## src/rtl/vpc_pkg.sv

```systemverilog
package vpc_pkg;
  localparam int CLS_W        = 4;
  localparam int CTL_W        = 32;
  localparam int CTL_EN_BIT   = 8;
  localparam int CTL_SUPP_BIT = 12;

  typedef enum logic [1:0] {
    ACK_NONE = 2'b00,
    ACK_VEC  = 2'b01,
    ACK_SPUR = 2'b10
  } ack_kind_t;
endpackage

```

## src/rtl/vpc_top_find.sv

```systemverilog
module vpc_top_find #(
  parameter int WIDTH    = 256,
  parameter int SEG_BITS = 32
) (
  input  logic [WIDTH-1:0]         bits_i,
  output logic                     hit_o,
  output logic [$clog2(WIDTH)-1:0] idx_o
);
  localparam int NSEG  = WIDTH / SEG_BITS;
  localparam int SEG_W = $clog2(SEG_BITS);
  localparam int IDX_W = $clog2(WIDTH);

  logic [NSEG-1:0]  seg_hit;
  logic [SEG_W-1:0] seg_idx [NSEG];

  // first stage: one highest-bit search per segment
  for (genvar g = 0; g < NSEG; g++) begin : g_seg
    logic [SEG_W-1:0] loc;
    always_comb begin
      loc = '0;
      for (int b = 0; b < SEG_BITS; b++) begin
        if (bits_i[g*SEG_BITS + b]) loc = SEG_W'(b);
      end
    end
    assign seg_hit[g] = |bits_i[g*SEG_BITS +: SEG_BITS];
    assign seg_idx[g] = loc;
  end

  // second stage: highest non-empty segment wins
  always_comb begin
    hit_o = 1'b0;
    idx_o = '0;
    for (int s = 0; s < NSEG; s++) begin
      if (seg_hit[s]) begin
        hit_o = 1'b1;
        idx_o = IDX_W'(s * SEG_BITS) | IDX_W'(seg_idx[s]);
      end
    end
  end

  // a reported index always names a set bit
  always_comb begin
    if (hit_o) a_r3_idx_is_set: assert (bits_i[idx_o]);
  end
endmodule

```

## src/rtl/vpc_prio_eval.sv

```systemverilog
module vpc_prio_eval
  import vpc_pkg::*;
#(
  parameter int VEC_W = 8
) (
  input  logic             en_i,
  input  logic             irr_hit_i,
  input  logic [CLS_W-1:0] irr_cls_i,
  input  logic             isr_hit_i,
  input  logic [CLS_W-1:0] isr_cls_i,
  input  logic [VEC_W-1:0] tpr_i,
  output logic             grant_o,
  output logic             blocked_o
);
  localparam int LOW_W = VEC_W - CLS_W;

  logic [CLS_W-1:0] svc_cls;
  logic [VEC_W-1:0] ppr;
  logic             masked;

  always_comb begin
    svc_cls = isr_hit_i ? isr_cls_i : '0;
    if (tpr_i[VEC_W-1 -: CLS_W] >= svc_cls) ppr = tpr_i;
    else                                   ppr = {svc_cls, {LOW_W{1'b0}}};
    masked    = (ppr != '0) && (irr_cls_i <= ppr[VEC_W-1 -: CLS_W]);
    grant_o   = en_i && irr_hit_i && !masked;
    blocked_o = en_i && irr_hit_i && masked;
  end
endmodule

```

## src/rtl/vpc_vec_store.sv

```systemverilog
module vpc_vec_store #(
  parameter int NUM_VEC = 256,
  parameter int VEC_W   = 8
) (
  input  logic               clk,
  input  logic               rst_ni,
  input  logic               req_en_i,
  input  logic [VEC_W-1:0]   req_vec_i,
  input  logic               req_level_i,
  input  logic               take_en_i,
  input  logic [VEC_W-1:0]   take_vec_i,
  input  logic               retire_en_i,
  input  logic [VEC_W-1:0]   retire_vec_i,
  output logic [NUM_VEC-1:0] irr_o,
  output logic [NUM_VEC-1:0] isr_o,
  output logic [NUM_VEC-1:0] tmr_o
);
  logic [NUM_VEC-1:0] irr_q, irr_n, isr_q, isr_n, tmr_q, tmr_n;
  logic               irr_ce, isr_ce, tmr_ce;

  always_comb begin
    irr_n = irr_q;
    isr_n = isr_q;
    tmr_n = tmr_q;
    if (take_en_i) begin
      irr_n[take_vec_i] = 1'b0;
      isr_n[take_vec_i] = 1'b1;
    end
    if (req_en_i) begin
      irr_n[req_vec_i] = 1'b1;
      tmr_n[req_vec_i] = req_level_i;
    end
    if (retire_en_i) isr_n[retire_vec_i] = 1'b0;
    irr_ce = req_en_i | take_en_i;
    isr_ce = take_en_i | retire_en_i;
    tmr_ce = req_en_i;
  end

  always_ff @(posedge clk or negedge rst_ni) begin
    if (!rst_ni) begin
      irr_q <= '0;
      isr_q <= '0;
      tmr_q <= '0;
    end else begin
      if (irr_ce) irr_q <= irr_n;
      if (isr_ce) isr_q <= isr_n;
      if (tmr_ce) tmr_q <= tmr_n;
    end
  end

  assign irr_o = irr_q;
  assign isr_o = isr_q;
  assign tmr_o = tmr_q;

  // an in-service bit only drops on a retirement
  a_r9_isr_drop_needs_eoi: assert property (@(posedge clk) disable iff (!rst_ni)
    !$past(retire_en_i) |-> ((~isr_q & $past(isr_q)) == '0));

  // a pending bit only appears through a request
  a_r2_irr_rise_needs_req: assert property (@(posedge clk) disable iff (!rst_ni)
    !$past(req_en_i) |-> ((irr_q & ~$past(irr_q)) == '0));
endmodule

```

## src/rtl/vec_prio_ctrl.sv

```systemverilog
module vec_prio_ctrl
  import vpc_pkg::*;
#(
  parameter int NUM_VEC  = 256,
  parameter int SEG_BITS = 32
) (
  input  logic                       clk,
  input  logic                       rst_n,
  input  logic                       req_valid_i,
  input  logic [$clog2(NUM_VEC)-1:0] req_vec_i,
  input  logic                       req_level_i,
  input  logic                       tpr_wr_i,
  input  logic [$clog2(NUM_VEC)-1:0] tpr_data_i,
  input  logic                       ctl_wr_i,
  input  logic [31:0]                ctl_data_i,
  input  logic                       ack_req_i,
  input  logic                       eoi_wr_i,
  output logic                       irq_o,
  output logic                       ack_done_o,
  output logic [1:0]                 ack_kind_o,
  output logic [$clog2(NUM_VEC)-1:0] ack_vec_o,
  output logic                       eoi_bcast_o,
  output logic [$clog2(NUM_VEC)-1:0] eoi_bcast_vec_o
);
  localparam int VEC_W = $clog2(NUM_VEC);

  // reset: asserted asynchronously, released on the clock
  logic [1:0] rst_sync_q;
  logic       rst_int_n;
  always_ff @(posedge clk or negedge rst_n) begin
    if (!rst_n) rst_sync_q <= 2'b00;
    else        rst_sync_q <= {rst_sync_q[0], 1'b1};
  end
  assign rst_int_n = rst_sync_q[1];

  // programmable state
  logic [VEC_W-1:0] tpr_q, spur_vec_q;
  logic             en_q, supp_q;
  logic             unused_ctl;
  assign unused_ctl = ^{ctl_data_i[CTL_W-1:CTL_SUPP_BIT+1],
                        ctl_data_i[CTL_SUPP_BIT-1:CTL_EN_BIT+1]};

  always_ff @(posedge clk or negedge rst_int_n) begin
    if (!rst_int_n) begin
      tpr_q      <= '0;
      spur_vec_q <= '1;
      en_q       <= 1'b0;
      supp_q     <= 1'b0;
    end else begin
      if (tpr_wr_i) tpr_q <= tpr_data_i;
      if (ctl_wr_i) begin
        spur_vec_q <= ctl_data_i[VEC_W-1:0];
        en_q       <= ctl_data_i[CTL_EN_BIT];
        supp_q     <= ctl_data_i[CTL_SUPP_BIT];
      end
    end
  end

  // vector arrays and their top-of-set encoders
  logic [NUM_VEC-1:0] irr, isr, tmr;
  logic               irr_hit, isr_hit;
  logic [VEC_W-1:0]   irr_top, isr_top;
  logic               grant, blocked;
  logic               ack_take, retire_en;
  logic [VEC_W-1:0]   retire_vec;

  vpc_top_find #(.WIDTH(NUM_VEC), .SEG_BITS(SEG_BITS)) u_find_irr (
    .bits_i(irr), .hit_o(irr_hit), .idx_o(irr_top));
  vpc_top_find #(.WIDTH(NUM_VEC), .SEG_BITS(SEG_BITS)) u_find_isr (
    .bits_i(isr), .hit_o(isr_hit), .idx_o(isr_top));

  vpc_prio_eval #(.VEC_W(VEC_W)) u_prio (
    .en_i      (en_q),
    .irr_hit_i (irr_hit),
    .irr_cls_i (irr_top[VEC_W-1 -: CLS_W]),
    .isr_hit_i (isr_hit),
    .isr_cls_i (isr_top[VEC_W-1 -: CLS_W]),
    .tpr_i     (tpr_q),
    .grant_o   (grant),
    .blocked_o (blocked));

  // acknowledge first, then retire from the set that includes it
  always_comb begin
    ack_take   = ack_req_i && grant;
    retire_en  = eoi_wr_i && (isr_hit || ack_take);
    retire_vec = (ack_take && (!isr_hit || irr_top > isr_top)) ? irr_top : isr_top;
  end

  vpc_vec_store #(.NUM_VEC(NUM_VEC), .VEC_W(VEC_W)) u_store (
    .clk          (clk),
    .rst_ni       (rst_int_n),
    .req_en_i     (req_valid_i),
    .req_vec_i    (req_vec_i),
    .req_level_i  (req_level_i),
    .take_en_i    (ack_take),
    .take_vec_i   (irr_top),
    .retire_en_i  (retire_en),
    .retire_vec_i (retire_vec),
    .irr_o        (irr),
    .isr_o        (isr),
    .tmr_o        (tmr));

  // response next state
  ack_kind_t        kind_n;
  logic [VEC_W-1:0] ack_vec_n, bc_vec_n;
  logic             bc_n;

  always_comb begin
    kind_n    = ACK_NONE;
    ack_vec_n = '0;
    if (ack_req_i && grant) begin
      kind_n    = ACK_VEC;
      ack_vec_n = irr_top;
    end else if (ack_req_i && blocked) begin
      kind_n    = ACK_SPUR;
      ack_vec_n = spur_vec_q;
    end
    bc_n     = retire_en && tmr[retire_vec] && !supp_q;
    bc_vec_n = bc_n ? retire_vec : '0;
  end

  ack_kind_t kind_q;
  always_ff @(posedge clk or negedge rst_int_n) begin
    if (!rst_int_n) begin
      irq_o           <= 1'b0;
      ack_done_o      <= 1'b0;
      kind_q          <= ACK_NONE;
      ack_vec_o       <= '0;
      eoi_bcast_o     <= 1'b0;
      eoi_bcast_vec_o <= '0;
    end else begin
      irq_o           <= grant;
      ack_done_o      <= ack_req_i;
      kind_q          <= kind_n;
      ack_vec_o       <= ack_vec_n;
      eoi_bcast_o     <= bc_n;
      eoi_bcast_vec_o <= bc_vec_n;
    end
  end
  assign ack_kind_o = kind_q;

  // the line is only raised out of an enabled state
  a_r5_irq_needs_enable: assert property (@(posedge clk) disable iff (!rst_int_n)
    irq_o |-> $past(en_q));

  // a returned vector is in service unless retired in the same cycle
  a_r6_ack_vec_in_service: assert property (@(posedge clk) disable iff (!rst_int_n)
    (kind_q == ACK_VEC && !$past(eoi_wr_i)) |-> isr[ack_vec_o]);

  // a spurious answer leaves the pending set non-empty
  a_r7_spur_keeps_pending: assert property (@(posedge clk) disable iff (!rst_int_n)
    (kind_q == ACK_SPUR) |-> (irr != '0));

  // no broadcast while suppression was on
  a_r10_bcast_not_suppressed: assert property (@(posedge clk) disable iff (!rst_int_n)
    eoi_bcast_o |-> !$past(supp_q));

  // an answer only follows an acknowledge
  a_r8_answer_needs_ack: assert property (@(posedge clk) disable iff (!rst_int_n)
    ack_done_o |-> $past(ack_req_i));
endmodule

```

## config.mk

```make
export PLATFORM = sky130hd
export DESIGN_NAME = vec_prio_ctrl
export DESIGN_NICKNAME = d
export VERILOG_FILES = /design/src/rtl/vpc_pkg.sv /design/src/rtl/vpc_top_find.sv /design/src/rtl/vpc_prio_eval.sv /design/src/rtl/vpc_vec_store.sv /design/src/rtl/vec_prio_ctrl.sv
export SDC_FILE = /design/constraint.sdc
export NUM_CORES = 2
export LEC_CHECK = 0
export ABC_AREA = 0
export BUFFER_PORTS_ARGS = -buffer_cell sky130_fd_sc_hd__buf_4
export CAP_MARGIN = 40
export CELL_PAD_IN_SITES_DETAIL_PLACEMENT = 0
export CELL_PAD_IN_SITES_GLOBAL_PLACEMENT = 2
export CORE_MARGIN = 2
export CORE_UTILIZATION = 44
export CTS_CLUSTER_DIAMETER = 100
export DETAILED_ROUTE_END_ITERATION = 10
export MAX_ROUTING_LAYER = met4
export PLACE_DENSITY_LB_ADDON = 0.1
export SLEW_MARGIN = 20
export SYNTH_ARGS = -nofsm -noshare
export SYNTH_HDL_FRONTEND = slang
export SYNTH_SLANG_ARGS = --single-unit
```

## constraint.sdc

```tcl
create_clock -name clk -period 47.8 [get_ports clk]
set_clock_uncertainty 0.1 [all_clocks]
set_input_delay 2.39 -clock clk [delete_from_list [all_inputs] [get_ports clk]]
set_output_delay 2.39 -clock clk [all_outputs]
set_load 0.1 [all_outputs]
```

==> flow_summary.toml <==
[floorplan]
initial_core_util = 0.4429
num_io_pins = 77
core_mm2 = 0.09305
dieArea_mm2 = 0.09614
die_w_um = 310.1
fp.dieH_um = 310.1
num_rows = 112

[outcome]
status = "finished, final reports clean"

[clocking]
cts_setup_buffers = 0
cts_tree = "yes"
cts-htree-levels = 3
cts_buffers = 93
clkLatencyLatePin_ps = 690
clkSinkCount = 809
cts.clk_slew.worst_paths_ps = 60
hold_buffers = 0
cts_root_buffer = "clkbuf_16"
cts.repair.resized = 0
cts_buffer_depth = 3

[synth]
synth-seq-cells = 809
avgSynthCellArea_um2 = 9.274
synthDistinctLibCells = 102
ys_top_cells_by_area = "dfrtp_1, a21oi_1, mux2_2"
synth-edff-count = 0
yosysMostFrequentCell = "dfrtp_1"
synth_top_area_frac = 0.4863
syn-cell-area_mm2 = 0.04122
ys_async_sr_fraction = 1.000
synth_seq_area_share = 0.4914
synth_ff_type = "dfrtp_1"
yosysWarnings = 0
netlist_top_cells_count = "dfrtp_1, a21oi_1, nor2_1"
netlist_instances = 4444
syn_nets = 4516
yosys.area.top_type = "dfrtp_1"

[setup_path]
worstPathMaxFanout = 40
critPathTopFamily = "compound AO/OA/AOI/OAI gates"
cpMostUsedCell = "a21oi_1"
crit_type = "reg2reg"
max_stage_delay_ps = 670
crit_slowest_cell = "o21ai_0"
startpoint_type = "register"
crit_arrival_ps = 10600
crit_buf_inv = 2
end_kind = "register"
crit_required_ps = 48320

[timing]
tns_ps = 0
fin_crit_sh = 0.2109
worstMarginPinSlew_ps = 971.2
hold_viol_final = 0
timing.fmax_mhz = 99.21
min_period_ps = 10080
max-slew-margin-rel = 0.3358
worst_slack_ps = 37720
slew_viol_final = 0
rsz0062_at_grt = "false"
setup_viol = 0

[place]
gp_congestion = 0.9737
detailed_place_hpwl_um = 113600
io_buffers = 54
dpl_worst_slack_ps = 37870

[layout]
nNetsFinal = 4572
area_growth_pct = 14.87
final_core_util = 0.5088
layout-drive-gt1-share = 0.1642

[drt]
post_drt_wl_per_cell_um = 29.56
vias_per_cell = 6.413
drtIter0Drc = 4886
drt-pass1-iter-count = 6
final_antenna_net_count = 0
drc = 0
drt-total-wl_um = 172400
vias = 37412

[global_route]
grt_usage = 0.3678
grt_max_degree = 157
grt_pass1_vias = 34902
antenna_found_initial = 5
grt_pass1_wl_um = 250000
gr-total-overflow = 0

[flow_run]
timing.max_cap.violations = 0

[worst_hold_path]
worstHoldPathType = "reg2async"
==> metrics by stage <==
step	area (um2)	instances	hold WS, ps
finish	47340	5834	51.43
global route	47340	5833	62.31
CTS	47120	5820	253.2
detailed placement	43840	5646	238.1
global placement	43130	5597	233.6
floorplan	41220	4444	231.2
==> placed cells by master (no fill, tap or decap), types with 35 or more instances in the layout <==
cell,n
mux2i_1,73
nand2_1,388
mux2_2,269
clkbuf_16,95
nand4_1,40
or4_1,35
nor3_1,78
o21ai_0,448
a31oi_1,37
a21o_1,76
nand3_1,44
nor2_1,482
nor4_1,162
buf_4,174
inv_1,113
dfrtp_1,800
nand2b_1,38
a21oi_1,621
==> path summary, 6_finish.rpt <==
path | cells past startpoint | slack, ps | startpoint | to
max in group asynchronous | 7 | 45260 | rst_sync_q[1] | u_store.tmr_o[161]
min reg2reg | 0 | 50 | rst_sync_q[1] | u_store.isr_o[192]
min | 0 | 50 | rst_sync_q[1] | u_store.isr_o[192]
max reg2reg | 30 | 37720 | u_store.isr_o[80] | eoi_bcast_vec_o[2]
max | 30 | 37720 | u_store.isr_o[80] | eoi_bcast_vec_o[2]
min in group clk | 0 | 250 | rst_sync_q[0] | rst_sync_q[1]
==> metal layers <==
layer  routed length (um)  vias up  global-route usage
met5                    0        -                   -
met1                77560    19068              0.5378
li1                     -    16327                   -
met2                73690     1736              0.5205
met4                 5600        0              0.1076
met3                15580      281             0.06368
==> sequential cells by signal, indices dropped and copies added, names as in the netlist <==
signal	cells
spur_vec_q	8
tpr_q	8
eoi_bcast_o	1
rst_sync_q	2
ack_done_o	1
eoi_bcast_vec_o	8
irq_o	1
ack_vec_o	8
en_q	1
u_store.irr_o	256
ack_kind_o	2
supp_q	1
u_store.isr_o	256
u_store.tmr_o	256
==> layout make-up <==
type	instances	area [um2]
Sequential cell	809	20260
Inverter	117	439.2
Clock buffer	130	2699
Timing Repair Buffer	224	2185
Fill cell	8774	45710
Tap cell	1254	1569
Antenna cell	1	2.502
Multi-Input combinational cell	3255	19610
Clock inverter	44	579.3
==> cells by family (layout without fill, tap and decap cells) <==
group / after synthesis / count (layout) / synth area share
fa+ha+maj: 16 / 16 / 0.004857
flops: 809 / 809 / 0.4914
simple gates: 1427 / 1427 / 0.1648
buf+inv: 380 / 515 / 0.03743
other cells: 1 / 2 / 0.00009098
compound gates: 1466 / 1466 / 0.2091
mux: 345 / 345 / 0.09235
Power is left out: the tool's default activity adds up to more than one toggle a clock period on the data nets, which glitch-free logic cannot reach.
